File: config.mk
export PLATFORM = sky130hd
export DESIGN_NAME = insn_fetch_decode
export DESIGN_NICKNAME = d
export VERILOG_FILES = /design/src/rtl/insn_fetch_decode.sv
export SDC_FILE = /design/constraint.sdc
export NUM_CORES = 1
export LEC_CHECK = 0
export ABC_AREA = 1
export BUFFER_PORTS_ARGS = -buffer_cell sky130_fd_sc_hd__buf_4
export CAP_MARGIN = 5
export CELL_PAD_IN_SITES_DETAIL_PLACEMENT = 1
export CELL_PAD_IN_SITES_GLOBAL_PLACEMENT = 1
export CORE_ASPECT_RATIO = 1.4
export CORE_MARGIN = 10
export CORE_UTILIZATION = 33
export DETAILED_ROUTE_END_ITERATION = 8
export PLACE_DENSITY_LB_ADDON = 0.1
export SLEW_MARGIN = 5
export SYNTH_ARGS = -nofsm -noshare
export SYNTH_HDL_FRONTEND = slang
export SYNTH_SLANG_ARGS = --single-unit
File: constraint.sdc
create_clock -name clk -period 3.1 [get_ports clk]
set_input_delay 0.62 -clock clk [delete_from_list [all_inputs] [get_ports clk]]
set_output_delay 0.62 -clock clk [all_outputs]
set_load 0.05 [all_outputs]
File: src/rtl/insn_fetch_decode.sv
module insn_fetch_decode #(
  parameter int AW = 16,
  parameter logic [AW-1:0] RESET_PC = '0
) (
  input  logic          clk,
  input  logic          rst_n,
  output logic          mem_req,
  output logic [AW-1:0] mem_addr,
  input  logic [15:0]   mem_rdata,
  output logic          dec_valid,
  input  logic          dec_ready,
  output logic [1:0]    dec_class,
  output logic [5:0]    dec_opcode,
  output logic [2:0]    dec_mode,
  output logic          dec_sel,
  output logic [2:0]    dec_src,
  output logic [2:0]    dec_dst,
  output logic          dec_mode_vld,
  output logic          dec_src_vld,
  output logic          dec_dst_vld,
  output logic          dec_has_ext,
  output logic [15:0]   dec_ext,
  output logic [AW-1:0] dec_pc,
  output logic          illegal
);
  typedef enum logic [2:0] {REQ1, WAIT1, REQ2, WAIT2, HOLD} st_t;

  st_t           st;
  logic [AW-1:0] pc, start_pc;
  logic [15:0]   ir, ext;
  logic          has_ext, err;

  wire [1:0] rd_cls   = mem_rdata[15:14];
  wire       rd_regty = (mem_rdata[9:8] == 2'b00);
  wire       rd_bad   = (rd_cls == 2'b11) && rd_regty;
  wire       rd_ext   = (rd_cls != 2'b00) && !rd_regty;

  assign mem_req  = (st == REQ1) || (st == REQ2);
  assign mem_addr = pc;

  always_ff @(posedge clk) begin
    if (!rst_n) begin
      st       <= REQ1;
      pc       <= RESET_PC;
      start_pc <= RESET_PC;
      ir       <= '0;
      ext      <= '0;
      has_ext  <= 1'b0;
      err      <= 1'b0;
    end else begin
      err <= 1'b0;
      case (st)
        REQ1: begin
          start_pc <= pc;
          st       <= WAIT1;
        end
        WAIT1: begin
          pc      <= pc + 1'b1;
          ir      <= mem_rdata;
          has_ext <= rd_ext;
          ext     <= '0;
          if (rd_bad) begin
            err <= 1'b1;
            st  <= REQ1;
          end else if (rd_ext) begin
            st <= REQ2;
          end else begin
            st <= HOLD;
          end
        end
        REQ2:  st <= WAIT2;
        WAIT2: begin
          pc  <= pc + 1'b1;
          ext <= mem_rdata;
          st  <= HOLD;
        end
        HOLD:    if (dec_ready) st <= REQ1;
        default: st <= REQ1;
      endcase
    end
  end

  assign dec_valid    = (st == HOLD);
  assign illegal      = err;
  assign dec_class    = ir[15:14];
  assign dec_opcode   = ir[15:10];
  assign dec_mode     = ir[9:7];
  assign dec_sel      = ir[6];
  assign dec_src      = ir[5:3];
  assign dec_dst      = ir[2:0];
  assign dec_mode_vld = (ir[15:14] != 2'b00);
  assign dec_dst_vld  = (ir[15:14] != 2'b00);
  assign dec_src_vld  = (ir[15:14] == 2'b10);
  assign dec_has_ext  = has_ext;
  assign dec_ext      = ext;
  assign dec_pc       = start_pc;
endmodule

Word level (Yosys, flattened, before mapping)
Cells that the tools add are included.
{"block": "totals", "output_inout_bits": 73, "ram_bits": 0, "latchBits": 0, "memories": 0, "mem_bits_ro": 0, "inputBits": 19, "word_cells": 32, "ff_bits": 69}
{"block": "op_classes", "multipliers": 0, "n_reduce_logical": 11, "bitwise": 0, "n_eq_ne": 7, "addsub": 1, "n_lt_le_gt_ge": 0, "div": 0, "n_mux": 6, "n_shift": 0}
{"cell": "$pmux 16 s2", "count": 1}
{"cell": "$add 16x1->16 const B", "count": 1}
{"cell": "$pmux 3 s5", "count": 1}
{"cell": "$mux 3", "count": 3}
{"cell": "$eq 3x2->1 const B", "count": 2}
{"cell": "$reduce_bool 2->1", "count": 3}
{"cell": "$eq 2x2->1 const B", "count": 2}
{"cell": "$eq 3x1->1 const B", "count": 1}
{"cell": "$eq 3x3->1 const B", "count": 1}
{"cell": "$logic_not 3->1", "count": 1}
{"cell": "$logic_and 1x1->1", "count": 2}
{"cell": "$logic_not 2->1", "count": 1}
{"cell": "$ne 2x1->1 const B", "count": 1}
{"cell": "$reduce_and 2->1", "count": 1}
{"cell": "$reduce_or 2->1", "count": 1}
{"cell": "$logic_not 1->1", "count": 1}
{"cell": "$logic_or 1x1->1", "count": 1}
{"cell": "$mux 1", "count": 1}

Longest topological paths before layout
{"block": "logic_depth", "depth_word": 6, "mapped_depth": 8, "ltp_nobuf": 8}

Worst setup path after synthesis
OpenSTA, ideal clock, no wires.
{"block": "synth_timing", "path_type": "reg-to-output", "start": "reg st[2]", "end": "out dec_valid", "path_buffers": 1, "required_time_ns": 2.480, "t_arrival_ns": 1.640, "slack_ns": 0.840, "stages_incl_launch_ff": 4, "cell_sequence": "dfxtp_1 > inv_1 > buf_6 > nor3_1"}
{"block": "synth_via", "elab_chain_cells": 1}
{"item": "from (decl)", "line_no": "28", "text": "st_t st;"}
{"item": "from (signal assigned)", "line_no": "43", "text": "st <= REQ1;"}
{"item": "from (signal assigned)", "line_no": "55", "text": "st <= WAIT1;"}
{"item": "from (signal assigned)", "line_no": "64", "text": "st <= REQ1;"}
{"item": "$eq 3x3->1", "line_no": "83", "text": "assign dec_valid = (st == HOLD);"}
{"item": "to (decl)", "line_no": "10", "text": "output logic dec_valid,"}
Every way passes these cells.

Worst setup path after layout
{"block": "layout_timing", "start": "reg st[1]", "end": "reg ir[14]"}
{"block": "layout_via", "elab_chain_cells": 1}
{"item": "$eq 3x1->1", "line_no": "52", "text": "case (st)"}
{"item": "to (signal assigned)", "line_no": "59", "text": "ir <= mem_rdata;"}
{"item": "to (decl)", "line_no": "30", "text": "logic [15:0] ir, ext;"}
Every way passes these cells.
A chain may end at the register's enable or synchronous reset.

==> impl_metrics.env <==
export IMPL_antenna_cells=0
export IMPL_htreeDepth=3
export IMPL_p_leak_nw=1.58
export IMPL_max_slew_margin_pct=52.1
export IMPL_peakVddDrop_uv=320
export IMPL_fin_tns_setup_ps=0
export IMPL_finalWirelength_um=8590
export IMPL_cts_max_path_buffers=2
export IMPL_r2r_start="st[1]"
export IMPL_p_total_mw=2.57
export IMPL_ys_ff_latch=69
export IMPL_cts_resized_gates=0
export IMPL_max_freq_ghz=0.460
export IMPL_yosysMostFrequentCell="nor2_1"
export IMPL_yosysSeqAreaShare_pct=51.0
export IMPL_rows=39
export IMPL_vias=2642
export IMPL_post_drt_wl_per_cell_um=15.8
export IMPL_setup_viol=0
export IMPL_cp_start_kind="register"
export IMPL_synth_commonest_cells="nor2_1 (78), dfxtp_1 (69), nand2_1 (49)"
export IMPL_async_flop_share_pct=0
export IMPL_fin_nets=456
export IMPL_syn_to_final_growth_pct=36.0
export IMPL_crit_arrival_ps=2380
export IMPL_rsz0062_at_grt="false"
export IMPL_min_from="dec_ext[11]"
export IMPL_drive_above_1_share_pct=25.9
export IMPL_worstRegToRegCells=5
export IMPL_dieArea_mm2=0.0123
export IMPL_cp_max_fo=20
export IMPL_drc=0
export IMPL_viasPerCell=4.87
export IMPL_grt_max_degree=50
export IMPL_end_kind="register"
export IMPL_core_area_mm2=0.00810
export IMPL_crit_slowest_cell="dfxtp_1"
export IMPL_cp_num_cells=5
export IMPL_clkSlewWorstSetupHoldPaths_ps=50
export IMPL_syn_area_mm2=0.00271
export IMPL_io_pins=92
export IMPL_max_stage_delay_ps=780
export IMPL_cts_made_buffers=9
export IMPL_post_cts_setup_buffers=0
export IMPL_clk_latency_ps=330
export IMPL_design_area_mm2=0.00369
export IMPL_status="completed"
export IMPL_die_h_um=127
export IMPL_die_x_um=96.6
export IMPL_initial_utilization_pct=33.5
export IMPL_clock_sinks=69
export IMPL_grt_pass1_wl_um=14000
export IMPL_hp_class="register to register"
export IMPL_postCtsHoldBufs=0
export IMPL_finClkSkew_ps=3.45
export IMPL_synthTopCellsByArea="dfxtp_1 (51%), nor2_1 (11%), o21ai_0 (6.8%)"
export IMPL_ant_nets=0
export IMPL_grt_pass1_vias=2801
export IMPL_gp_congestion=0.791
export IMPL_drtPass1Iterations=4
export IMPL_drv_slew=0
export IMPL_cts_root_buf="clkbuf_16"
export IMPL_synth_avg_cell_area_um2=7.61
export IMPL_synth_edff_count=0
export IMPL_drv_cap=0
export IMPL_ys_flop_type="dfxtp_1"
export IMPL_timing_critical_path_buf_inv=1
export IMPL_crit_chain="nor2_1 > nand2_1 > inv_2 > o21ai_0 > a21oi_1"
export IMPL_synth_cell_types=23
export IMPL_antenna_found_initial=0
export IMPL_post_route_min_period_ps=2180
export IMPL_cts_tree="done"
export IMPL_cp_required_ps=3310
export IMPL_dp_hpwl_um=6320
export IMPL_ys_warn_count=0
export IMPL_fin_ws_ps=925
export IMPL_yosys_area_top_type_share_pct=51.0
export IMPL_crit_family="flip-flops"
export IMPL_synth_cells=356
export IMPL_finalHoldViolations=0
export IMPL_dpl_worst_slack_ps=903
export IMPL_placed_area_mm2=0.00339
export IMPL_min_path_cells=2
export IMPL_synth_net_count=376
export IMPL_powerDensity_mw_per_mm2=698
export IMPL_port_buffers=91
export IMPL_critPathKind="register to register"
export IMPL_grt_ovfl_total=0
export IMPL_period_share_pct=70.2
export IMPL_max_slew_worst_pin_slew_ps=717
export IMPL_crit_path_start="st[1]"
export IMPL_yosysTopAreaCell="dfxtp_1"
export IMPL_drt_iter0_drc=36
export IMPL_grt_total_usage_pct=14.4
-- stage by stage --
step | hold slack (ps) | instances | utilization [%]
detailed placement | 459 | 527 | 41.9
floorplan | 451 | 356 | -
global route | 488 | 543 | 45.5
finish | 464 | 543 | 45.5
CTS | 468 | 543 | 45.5
global placement | 454 | 527 | 41.9
-- metal layers --
| layer | part of all wire, % | wire (µm) | GRT usage, % | vias to the layer above |
|---|---|---|---|---|
| li1 | - | - | - | 1336 |
| met1 | 39 | 3310 | 15.2 | 1240 |
| met2 | 54 | 4600 | 25.1 | 58 |
| met3 | 6.8 | 585 | 5.57 | 8 |
| met4 | 1.0 | 90 | 4.63 | 0 |
| met5 | 0 | 0 | 0 | - |
-- area by class of cell --
type,count,area [µm²]
Clock buffer,11,243
Inverter,19,71.3
Sequential cell,69,1380
Clock inverter,5,50.0
Fill cell,1031,4410
Timing Repair Buffer,92,691
Multi-Input combinational cell,245,1120
Tap cell,102,128
-- cells by family (layout without fill, tap and decap cells) --
kind of cell / count (synthesis) / after routing / share of synthesized area [%]
AO/OA/AOI/OAI: 77 / 77 / 14.5
AND/OR/NAND/NOR: 167 / 167 / 26.5
adder cells (fa/ha/maj): 1 / 1 / 0.462
flip-flops: 69 / 69 / 51.0
buffers and inverters: 42 / 127 / 7.62
-- worst register-to-register path: cells and delay by family, from the launching register on --
| kind | cells | cell delay (ps) |
|---|---|---|
| buf+inv | 1 | 310 |
| flops | 1 | 780 |
| simple gates | 2 | 680 |
| compound gates | 2 | 280 |
-- cells in the final DEF (no fill, tap or decap), drive strengths merged --
cell type | synthesis | layout
nor3b | 2 | 2
clkinv | 0 | 4
nand2 | 51 | 51
dfxtp | 69 | 69
nand3 | 11 | 11
o21bai | 2 | 2
nor2 | 78 | 78
clkbuf | 6 | 11
buf | 17 | 92
nand4 | 18 | 18
ha | 1 | 1
or2 | 1 | 1
o21ai | 38 | 38
a31oi | 1 | 1
inv | 19 | 19
a21oi | 36 | 36
nor3 | 6 | 6
bufinv | 0 | 1
-- where the power goes --
part	internal, mW	switching [mW]	total [mW]
Clock	0.638	0.362	1.00
Sequential	0.951	0.0478	0.999
Combinational	0.154	0.421	0.575
Total	1.74	0.831	2.57
-- registers in the layout (all words and copies together), names as in the netlist --
register     cells
dec_ext         16
st               3
mem_addr        16
dec_pc          16
dec_has_ext      1
ir              16
illegal          1
-- path summary, 6_finish.rpt --
check / endpoint / slack [ps]
worst max register to register: ir[14] / 920
worst min-delay path: dec_ext[11] / 460
worst max-delay path: ir[14] / 920
worst min register to register: dec_ext[11] / 460
Note: power is estimated with default switching activity, not from simulation.
